==> src/rtl/flipchk_pkg.sv <==
package flipchk_pkg;
  localparam int DEF_LANES  = 16;
  localparam int DEF_BYTE_W = 8;
  localparam int DEF_CNT_W  = 12;

  // width needed to hold values 0..max_val
  function automatic int cnt_width(input int max_val);
    return (max_val < 1) ? 1 : $clog2(max_val + 1);
  endfunction
endpackage

==> src/rtl/flipchk_lane.sv <==
module flipchk_lane #(
  parameter int BYTE_W = 8,
  parameter int LCNT_W = 4
) (
  input  logic              vld,
  input  logic [BYTE_W-1:0] cand,
  input  logic [BYTE_W-1:0] obs,
  output logic [LCNT_W-1:0] n_hl,
  output logic [LCNT_W-1:0] n_lh
);
  logic [BYTE_W-1:0] hl_mask, lh_mask;

  assign hl_mask = vld ? (cand & ~obs) : '0;
  assign lh_mask = vld ? (~cand & obs) : '0;

  always_comb begin
    n_hl = '0;
    n_lh = '0;
    for (int b = 0; b < BYTE_W; b++) begin
      n_hl = n_hl + LCNT_W'(hl_mask[b]);
      n_lh = n_lh + LCNT_W'(lh_mask[b]);
    end
  end
endmodule

==> src/rtl/flipchk_tree.sv <==
module flipchk_tree #(
  parameter int N     = 16,
  parameter int IN_W  = 4,
  parameter int OUT_W = 8
) (
  input  logic [N*IN_W-1:0] leaves,
  output logic [OUT_W-1:0]  total
);
  localparam int P2 = 1 << $clog2(N);

  logic [OUT_W-1:0] node [P2];

  // pairwise reduction, one level per halving
  always_comb begin
    for (int i = 0; i < P2; i++) begin
      node[i] = (i < N) ? OUT_W'(leaves[i*IN_W +: IN_W]) : '0;
    end
    for (int w = P2 / 2; w >= 1; w = w / 2) begin
      for (int i = 0; i < w; i++) begin
        node[i] = node[2*i] + node[2*i+1];
      end
    end
    total = node[0];
  end
endmodule

==> src/rtl/flipchk_bound.sv <==
module flipchk_bound #(
  parameter int CNT_W  = 12,
  parameter int LSUM_W = 8
) (
  input  logic              clk,
  input  logic              rst,
  input  logic              vld_in,
  input  logic [LSUM_W-1:0] lvl_hl,
  input  logic [LSUM_W-1:0] lvl_lh,
  input  logic [CNT_W-1:0]  prev_hl,
  input  logic [CNT_W-1:0]  prev_lh,
  input  logic [CNT_W-1:0]  thr_hl,
  input  logic [CNT_W-1:0]  thr_lh,
  output logic              vld_out,
  output logic              pass,
  output logic [CNT_W-1:0]  sum_hl,
  output logic [CNT_W-1:0]  sum_lh
);
  logic [CNT_W:0]   wide_hl, wide_lh;
  logic [CNT_W-1:0] sat_hl, sat_lh;

  assign wide_hl = {1'b0, prev_hl} + (CNT_W + 1)'(lvl_hl);
  assign wide_lh = {1'b0, prev_lh} + (CNT_W + 1)'(lvl_lh);
  assign sat_hl  = wide_hl[CNT_W] ? '1 : wide_hl[CNT_W-1:0];
  assign sat_lh  = wide_lh[CNT_W] ? '1 : wide_lh[CNT_W-1:0];

  always_ff @(posedge clk) begin
    if (rst) begin
      vld_out <= 1'b0;
      pass    <= 1'b0;
      sum_hl  <= '0;
      sum_lh  <= '0;
    end else begin
      vld_out <= vld_in;
      if (vld_in) begin
        pass   <= (sat_hl < thr_hl) && (sat_lh < thr_lh);
        sum_hl <= sat_hl;
        sum_lh <= sat_lh;
      end
    end
  end
endmodule

==> src/rtl/flip_bound_check.sv <==
module flip_bound_check
  import flipchk_pkg::*;
#(
  parameter int LANES  = DEF_LANES,
  parameter int BYTE_W = DEF_BYTE_W,
  parameter int CNT_W  = DEF_CNT_W
) (
  input  logic                    clk,
  input  logic                    rst,
  input  logic                    start,
  input  logic [LANES-1:0]        lane_vld,
  input  logic [LANES*BYTE_W-1:0] cand_bytes,
  input  logic [LANES*BYTE_W-1:0] obs_bytes,
  input  logic [CNT_W-1:0]        run_hl_in,
  input  logic [CNT_W-1:0]        run_lh_in,
  input  logic [CNT_W-1:0]        lim_hl,
  input  logic [CNT_W-1:0]        lim_lh,
  output logic                    done,
  output logic                    compatible,
  output logic [CNT_W-1:0]        run_hl_out,
  output logic [CNT_W-1:0]        run_lh_out
);
  localparam int LCNT_W = cnt_width(BYTE_W);
  localparam int LSUM_W = cnt_width(LANES * BYTE_W);

  logic [LANES*LCNT_W-1:0] lane_hl, lane_lh;
  logic [LSUM_W-1:0]       tree_hl, tree_lh;

  for (genvar g = 0; g < LANES; g++) begin : g_lane
    flipchk_lane #(.BYTE_W(BYTE_W), .LCNT_W(LCNT_W)) u_lane (
      .vld  (lane_vld[g]),
      .cand (cand_bytes[g*BYTE_W +: BYTE_W]),
      .obs  (obs_bytes[g*BYTE_W +: BYTE_W]),
      .n_hl (lane_hl[g*LCNT_W +: LCNT_W]),
      .n_lh (lane_lh[g*LCNT_W +: LCNT_W])
    );
  end

  flipchk_tree #(.N(LANES), .IN_W(LCNT_W), .OUT_W(LSUM_W)) u_tree_hl (
    .leaves (lane_hl),
    .total  (tree_hl)
  );

  flipchk_tree #(.N(LANES), .IN_W(LCNT_W), .OUT_W(LSUM_W)) u_tree_lh (
    .leaves (lane_lh),
    .total  (tree_lh)
  );

  // stage 1: level sums and captured operands
  logic              s1_vld;
  logic [LSUM_W-1:0] s1_hl, s1_lh;
  logic [CNT_W-1:0]  s1_prev_hl, s1_prev_lh, s1_thr_hl, s1_thr_lh;

  always_ff @(posedge clk) begin
    if (rst) begin
      s1_vld     <= 1'b0;
      s1_hl      <= '0;
      s1_lh      <= '0;
      s1_prev_hl <= '0;
      s1_prev_lh <= '0;
      s1_thr_hl  <= '0;
      s1_thr_lh  <= '0;
    end else begin
      s1_vld <= start;
      if (start) begin
        s1_hl      <= tree_hl;
        s1_lh      <= tree_lh;
        s1_prev_hl <= run_hl_in;
        s1_prev_lh <= run_lh_in;
        s1_thr_hl  <= lim_hl;
        s1_thr_lh  <= lim_lh;
      end
    end
  end

  // stage 2: saturating accumulate and strict compare
  flipchk_bound #(.CNT_W(CNT_W), .LSUM_W(LSUM_W)) u_bound (
    .clk     (clk),
    .rst     (rst),
    .vld_in  (s1_vld),
    .lvl_hl  (s1_hl),
    .lvl_lh  (s1_lh),
    .prev_hl (s1_prev_hl),
    .prev_lh (s1_prev_lh),
    .thr_hl  (s1_thr_hl),
    .thr_lh  (s1_thr_lh),
    .vld_out (done),
    .pass    (compatible),
    .sum_hl  (run_hl_out),
    .sum_lh  (run_lh_out)
  );
endmodule

==> config.mk <==
export PLATFORM = sky130hd
export DESIGN_NAME = flip_bound_check
export DESIGN_NICKNAME = d
export VERILOG_FILES = /design/src/rtl/flipchk_pkg.sv /design/src/rtl/flipchk_lane.sv /design/src/rtl/flipchk_tree.sv /design/src/rtl/flipchk_bound.sv /design/src/rtl/flip_bound_check.sv
export SDC_FILE = /design/constraint.sdc
export NUM_CORES = 1
export LEC_CHECK = 0
export BUFFER_PORTS_ARGS = -buffer_cell sky130_fd_sc_hd__buf_2
export CAP_MARGIN = 20
export CORE_ASPECT_RATIO = 1.1
export CORE_UTILIZATION = 53
export DETAILED_ROUTE_END_ITERATION = 6
export PLACE_DENSITY = 0.83
export SYNTH_ARGS = -nofsm -noshare
export SYNTH_HDL_FRONTEND = slang
export SYNTH_SLANG_ARGS = --single-unit
export TNS_END_PERCENT = 1
==> constraint.sdc <==
create_clock -name clk -period 16.4 [get_ports clk]
set_clock_uncertainty 0.05 [all_clocks]
set_input_delay 1.64 -clock clk [delete_from_list [all_inputs] [get_ports clk]]
set_output_delay 1.64 -clock clk [all_outputs]
set_load 0.03 [all_outputs]
# Word-level counts from Yosys, hierarchy flattened
# Index checks and enable logic that the tools add are counted.
[word_totals] regBits=91 word_cells=368 inputBits=323 output_inout_bits=26
[op_classes] add_sub_neg=256 n_bitwise=64 order_cmp=2 n_mux=34 n_reduce_logical=1
[op_table] cell="4-bit by 1-bit adder with 4-bit output" n=192
[op_table] cell="8-bit bitwise AND" n=32
[op_table] cell="8-bit 2-to-1 mux" n=32
[op_table] cell="8-bit inverter" n=32
[op_table] cell="8-bit adder" n=14
[op_table] cell="4-bit by 4-bit adder with 5-bit output" n=16
[op_table] cell="1-bit by 1-bit adder with 2-bit output" n=32
[op_table] cell="12-bit by 8-bit adder with 13-bit output" n=2
[op_table] cell="12-bit < comparator" n=2
[op_table] cell="12-bit 2-to-1 mux" n=2
[op_table] cell="1-bit logical AND" n=1

# Longest topological paths before layout
[depth] ltp_word=14 mapped_depth=30

# Hierarchy
# From an unflattened synthesis, not the netlist that was laid out.
[unflattened] hier_cells=1737 hier_area_um2=16071.7
[modules_own_cells] module="flipchk_lane" seq_area_each_um2=0.0 area_per_inst_um2=489.2 cells_each=54 instances=16
[modules_own_cells] module="flipchk_tree" seq_area_each_um2=0.0 area_per_inst_um2=1709.1 cells_each=173 instances=2
[modules_own_cells] module="flipchk_bound" seq_area_each_um2=520.5 area_per_inst_um2=2514.9 cells_each=319 instances=1
[modules_own_cells] module="flip_bound_check" seq_area_each_um2=1301.2 area_per_inst_um2=2311.0 cells_each=208 instances=1

# Worst setup path before layout
# OpenSTA, ideal clock, no wires.
[synth_timing] path_type="input -> register" start="in lane_vld[2]" end="reg s1_lh[6]" arrival_time_ns=8.191 setup_ns=0.128 stages=26 path_slack_ns=8.031 n_path_buf=1 required_time_ns=16.222 path_cell_list="clkbuf_1 -> nand2_1 -> nor2_1 -> ha_1 -> inv_1 -> fa_1 -> inv_1 -> fa_1 -> fa_1 -> inv_1 -> fa_1 -> fa_1 -> xnor2_1 -> fa_1 -> fa_1 -> inv_1 -> fa_1 -> fa_1 -> inv_1 -> ha_1 -> fa_1 -> a21o_1 -> a21oi_1 -> xnor2_1 -> mux2i_1 -> nor2_1"
[synth_via] elab_chain_cells=12
[synth_lines] element="start: declaration" line_no="flip_bound_check.sv:11" source="input logic [LANES-1:0] lane_vld,"
[synth_lines] element="8-bit 2-to-1 mux (*)" line_no="flipchk_lane.sv:14" source="assign lh_mask = vld ? (~cand & obs) : '0;"
[synth_lines] element="1-bit by 1-bit adder with 2-bit output" line_no="flipchk_lane.sv:21" source="n_lh = n_lh + LCNT_W'(lh_mask[b]);"
[synth_lines] element="4-bit by 1-bit adder with 4-bit output (5 in a row)" line_no="flipchk_lane.sv:21"
[synth_lines] element="4-bit by 1-bit adder with 4-bit output (*)" line_no="flipchk_lane.sv:21"
[synth_lines] element="4-bit by 4-bit adder with 5-bit output (*)" line_no="flipchk_tree.sv:20" source="node[i] = node[2*i] + node[2*i+1];"
[synth_lines] element="8-bit adder (*) (3 in a row)" line_no="flipchk_tree.sv:20"
[synth_lines] element="end signal: assignment" line_no="flip_bound_check.sv:67" source="s1_lh <= tree_lh;"
[synth_lines] element="end: declaration" line_no="flip_bound_check.sv:51" source="logic [LSUM_W-1:0] s1_hl, s1_lh;"
# Every way passes the cells marked *; elsewhere a longest branch is shown, timed or not.
# A chain may end at the register's enable or synchronous reset.

# Final worst setup path
[layout_timing] start="in lane_vld[0]" end="reg s1_hl[7]"
[layout_via] elab_chain_cells=12
[layout_lines] element="8-bit 2-to-1 mux (*)" line_no="flipchk_lane.sv:13" source="assign hl_mask = vld ? (cand & ~obs) : '0;"
[layout_lines] element="1-bit by 1-bit adder with 2-bit output" line_no="flipchk_lane.sv:20" source="n_hl = n_hl + LCNT_W'(hl_mask[b]);"
[layout_lines] element="4-bit by 1-bit adder with 4-bit output (5 in a row)" line_no="flipchk_lane.sv:20"
[layout_lines] element="4-bit by 1-bit adder with 4-bit output (*)" line_no="flipchk_lane.sv:20"
[layout_lines] element="4-bit by 4-bit adder with 5-bit output (*)" line_no="flipchk_tree.sv:20"
[layout_lines] element="8-bit adder (*) (3 in a row)" line_no="flipchk_tree.sv:20"
[layout_lines] element="end signal: assignment" line_no="flip_bound_check.sv:66" source="s1_hl <= tree_hl;"
[layout_lines] element="end: declaration" line_no="flip_bound_check.sv:51"
# Marked as above.

==> results.toml <==
[timing]
finalMaxSlewViolations = 0
relSlewSlack_pct = 27.0
final.setup.tns_ns = 0
timing.hold.ws_ns = 0.447
layout_worst_path_cycle_share_pct = 51.7
finalSetupViolCount = 0
hold_viol_final = 0
post-route-min-period_ns = 8.49
grt_setup_unrepaired = "false"
tightestPinTransition_ns = 1.10
fmax_mhz = 118

[status]
violated_checks = "DRC"
run_status = "finished with violations"

[cts]
clk_pin_slew_worst_setup_hold_paths_ns = 0.06
ctsRootBufferMaster = "sky130_fd_sc_hd__clkbuf_16"
cts_hold_repair_buffers = 0
cts_tree = "yes"
cts_setup_buffers = 0
cts.sinks = 91
cts.path.max_buffers = 2
ctsHtreeMaxLevel = 3
cts-resized-gates = 0
cts_buffers = 9
worst_skew_pair.late_latency_ns = 0.34

[setup_path]
buffering_stage_count_on_the_worst_path_with_inverters_included = 7
critical_path_arrival_ns = 8.61
timing.reg2reg.setup_slack_ns = 12.58
critPathCaptureType = "flop"
r2r_end = "u_bound.pass"
cp_top_family = "adder cells"
start_kind = "input port"
cp_max_fo = 16
crit_type = "in2reg"
slowest_stage = "sky130_fd_sc_hd__fa_1"
timing.reg2reg.worst_path_depth = 15
timing.rr.start = "s1_lh[0]"
cp-startpoint = "lane_vld[0]"
cpPeakStageDelay_ns = 0.62
timing.critical_path.required_ns = 16.53
critical-path-top-cell-by-count = "sky130_fd_sc_hd__fa_1"

[finish]
final_layout_size_suffix_gt1_share_pct = 18.1
syn_to_layout_area_delta_pct = 15.3
final_net_count = 2806

[routing]
totalWireLength_um = 35900
viasPerCell = 5.24
dr.first_iter.drc_count = 617
drcViolationCount = 36
dr_total_vias = 12792
antenna_violating_nets_post_route = 0
route.detailed.wl_per_inst_um = 14.7
detail_route.first_pass.iterations = 7

[logic_synthesis]
yosys.area_share.simple_pct = 19.1
post_synth.cell_area_avg_um2 = 8.96
synth.mux.area_fraction_pct = 4.25
async_flop_share_pct = 0
synthAdderAreaFrac_pct = 43.3
ys.warnings.count = 0
synth_xor_xnor_area_share_pct = 4.60
synth.largest_area_cell = "sky130_fd_sc_hd__fa_1"
dominantRegCellSynth = "sky130_fd_sc_hd__dfxtp_1"
leading_cell_type_by_number_of_instances_after_synthesis = "sky130_fd_sc_hd__inv_1"
combinational_family_with_the_most_area_after_synthesis = "adder cells"
synthesis.instances = 1743
synth.area.top_cells = "sky130_fd_sc_hd__fa_1 26%, sky130_fd_sc_hd__ha_1 17%, sky130_fd_sc_hd__dfxtp_1 12%"
synthesized_area_fraction_occupied_by_ao_oa_aoi_and_oai_cells_pct = 8.24
synth.net_count = 2484
synth_top_cell_area_share_pct = 26.1
synth_seq_area_share_pct = 11.7
synth-edff-count = 0
netlist_area_mm2 = 0.0156
synth-seq-cells = 91
netlist-cell-type-count = 48
synth.cells.most_frequent = "329 x sky130_fd_sc_hd__inv_1, 214 x sky130_fd_sc_hd__ha_1, 204 x sky130_fd_sc_hd__fa_1, 174 x sky130_fd_sc_hd__nor2_1, 104 x sky130_fd_sc_hd__nand3b_1"

[floorplanning]
placement_rows = 65
chipWidth_um = 166
effective_utilization_at_floorplan_pct = 54.1
fp.dieH_um = 182
boundaryPins = 349
floorplan.die_area_mm2 = 0.0302
core_area_mm2 = 0.0289

[grt]
grt_antenna_before_repair = 1
grt_use_total_pct = 24.1
first_pass_grt_wire_length_um = 59600
grt_overflow = 0
grt_max_degree = 92
vias_in_the_first_global_route = 13380

[worst_hold_path]
holdCritStartpoint = "s1_lh[4]"
min_path_type = "reg2reg"
min_delay_path_depth = 2
hold-path-endpoint = "s1_lh[4]"

[power]
ir_drop_uv = 209
power.density_mw_per_mm2 = 123
cellLeakagePower_nw = 10.1
total_power_mw = 2.21

[placement]
number_of_buffers_added_on_ports = 348
hpwlAfterDp_um = 31800
gp_routability_congestion = 0.860

[job]
number_of_maximum_capacitance_constraint_violations = 0
-- layer usage --
metal	global-route usage, %	part of all wire, %
met4	7.36	2.5
met3	1.97	3.5
met2	48.1	54
met5	0	0
met1	26.8	40
-- stage by stage --
stage	util (%)	area, um^2	worst slack (ns)	std cells
after floorplan	-	15600	8.03	1743
after global placement	61.3	17700	7.68	2421
after detailed placement	61.3	17700	7.53	2421
after CTS	62.4	18000	7.89	2437
after global routing	62.4	18000	7.51	2439
final	62.4	18000	7.91	2439
-- cells by family after synthesis --
logic type,Yosys count
adder cells (fa/ha/maj),418
XOR/XNOR,82
flip-flops,91
AND/OR/NAND/NOR,526
multiplexers,66
buffers and inverters,369
AO/OA/AOI/OAI,191
-- power breakdown --
group          internal, mW  switching (mW)
clock network         0.127          0.0884
logic                 0.786           0.948
registers             0.248          0.0140
total                  1.16            1.05
-- sequential cells by signal, indices dropped and copies added (netlist names) --
signal / cells
u_bound.pass: 1
s1_thr_lh: 12
s1_thr_hl: 12
u_bound.sum_lh: 12
u_bound.vld_out: 1
s1_prev_lh: 12
s1_lh: 8
s1_prev_hl: 12
s1_hl: 8
s1_vld: 1
u_bound.sum_hl: 12
-- worst min-delay path, stage by stage, from the launching register on --
cell                       delay, ns
sky130_fd_sc_hd__dfxtp_1        0.32
sky130_fd_sc_hd__nor2_1         0.08
sky130_fd_sc_hd__a211oi_1       0.05
-- cell usage in the layout (no fill, tap or decap), types with 9 or more instances in the layout --
master | Yosys | layout
sky130_fd_sc_hd__nand3_1 | 9 | 9
sky130_fd_sc_hd__clkbuf_16 | 0 | 9
sky130_fd_sc_hd__ha_1 | 214 | 214
sky130_fd_sc_hd__a311oi_1 | 9 | 9
sky130_fd_sc_hd__buf_2 | 2 | 348
sky130_fd_sc_hd__inv_1 | 329 | 329
sky130_fd_sc_hd__nand2_1 | 89 | 89
sky130_fd_sc_hd__xnor2_1 | 63 | 63
sky130_fd_sc_hd__a211oi_1 | 15 | 15
sky130_fd_sc_hd__a21oi_1 | 62 | 62
sky130_fd_sc_hd__xor2_1 | 19 | 19
sky130_fd_sc_hd__fa_1 | 204 | 204
sky130_fd_sc_hd__nor2b_1 | 40 | 40
sky130_fd_sc_hd__o21a_1 | 15 | 15
sky130_fd_sc_hd__nand3b_1 | 104 | 104
sky130_fd_sc_hd__mux2i_1 | 63 | 63
sky130_fd_sc_hd__and3b_1 | 85 | 85
sky130_fd_sc_hd__dfxtp_1 | 91 | 91
sky130_fd_sc_hd__o21ai_0 | 10 | 10
sky130_fd_sc_hd__nand2b_1 | 9 | 9
sky130_fd_sc_hd__a21o_1 | 51 | 51
sky130_fd_sc_hd__nor2_1 | 174 | 174
-- worst max path at each step --
stage                to  slack, ns  cells after the start
2_1_floorplan  s1_lh[6]       8.03                     26
3_3_place_gp   s1_lh[6]       7.68                     25
3_5_place_dp   s1_lh[6]       7.53                     25
4_1_cts        s1_lh[6]       7.89                     25
5_1_grt        s1_hl[7]       7.51                     27
6_report       s1_hl[7]       7.91                     27
-- final cells by class --
| class | count | area (um^2) |
|---|---|---|
| clock buffer | 11 | 253 |
| timing repair buffer | 351 | 1760 |
| fill | 2439 | 10900 |
| sequential | 91 | 1820 |
| tap | 368 | 460 |
| multi-input combinational | 1283 | 12400 |
| clock inverter | 5 | 61.3 |
| antenna | 1 | 2.50 |
| inverter | 329 | 1230 |
Power figures use the tool's default switching activity.
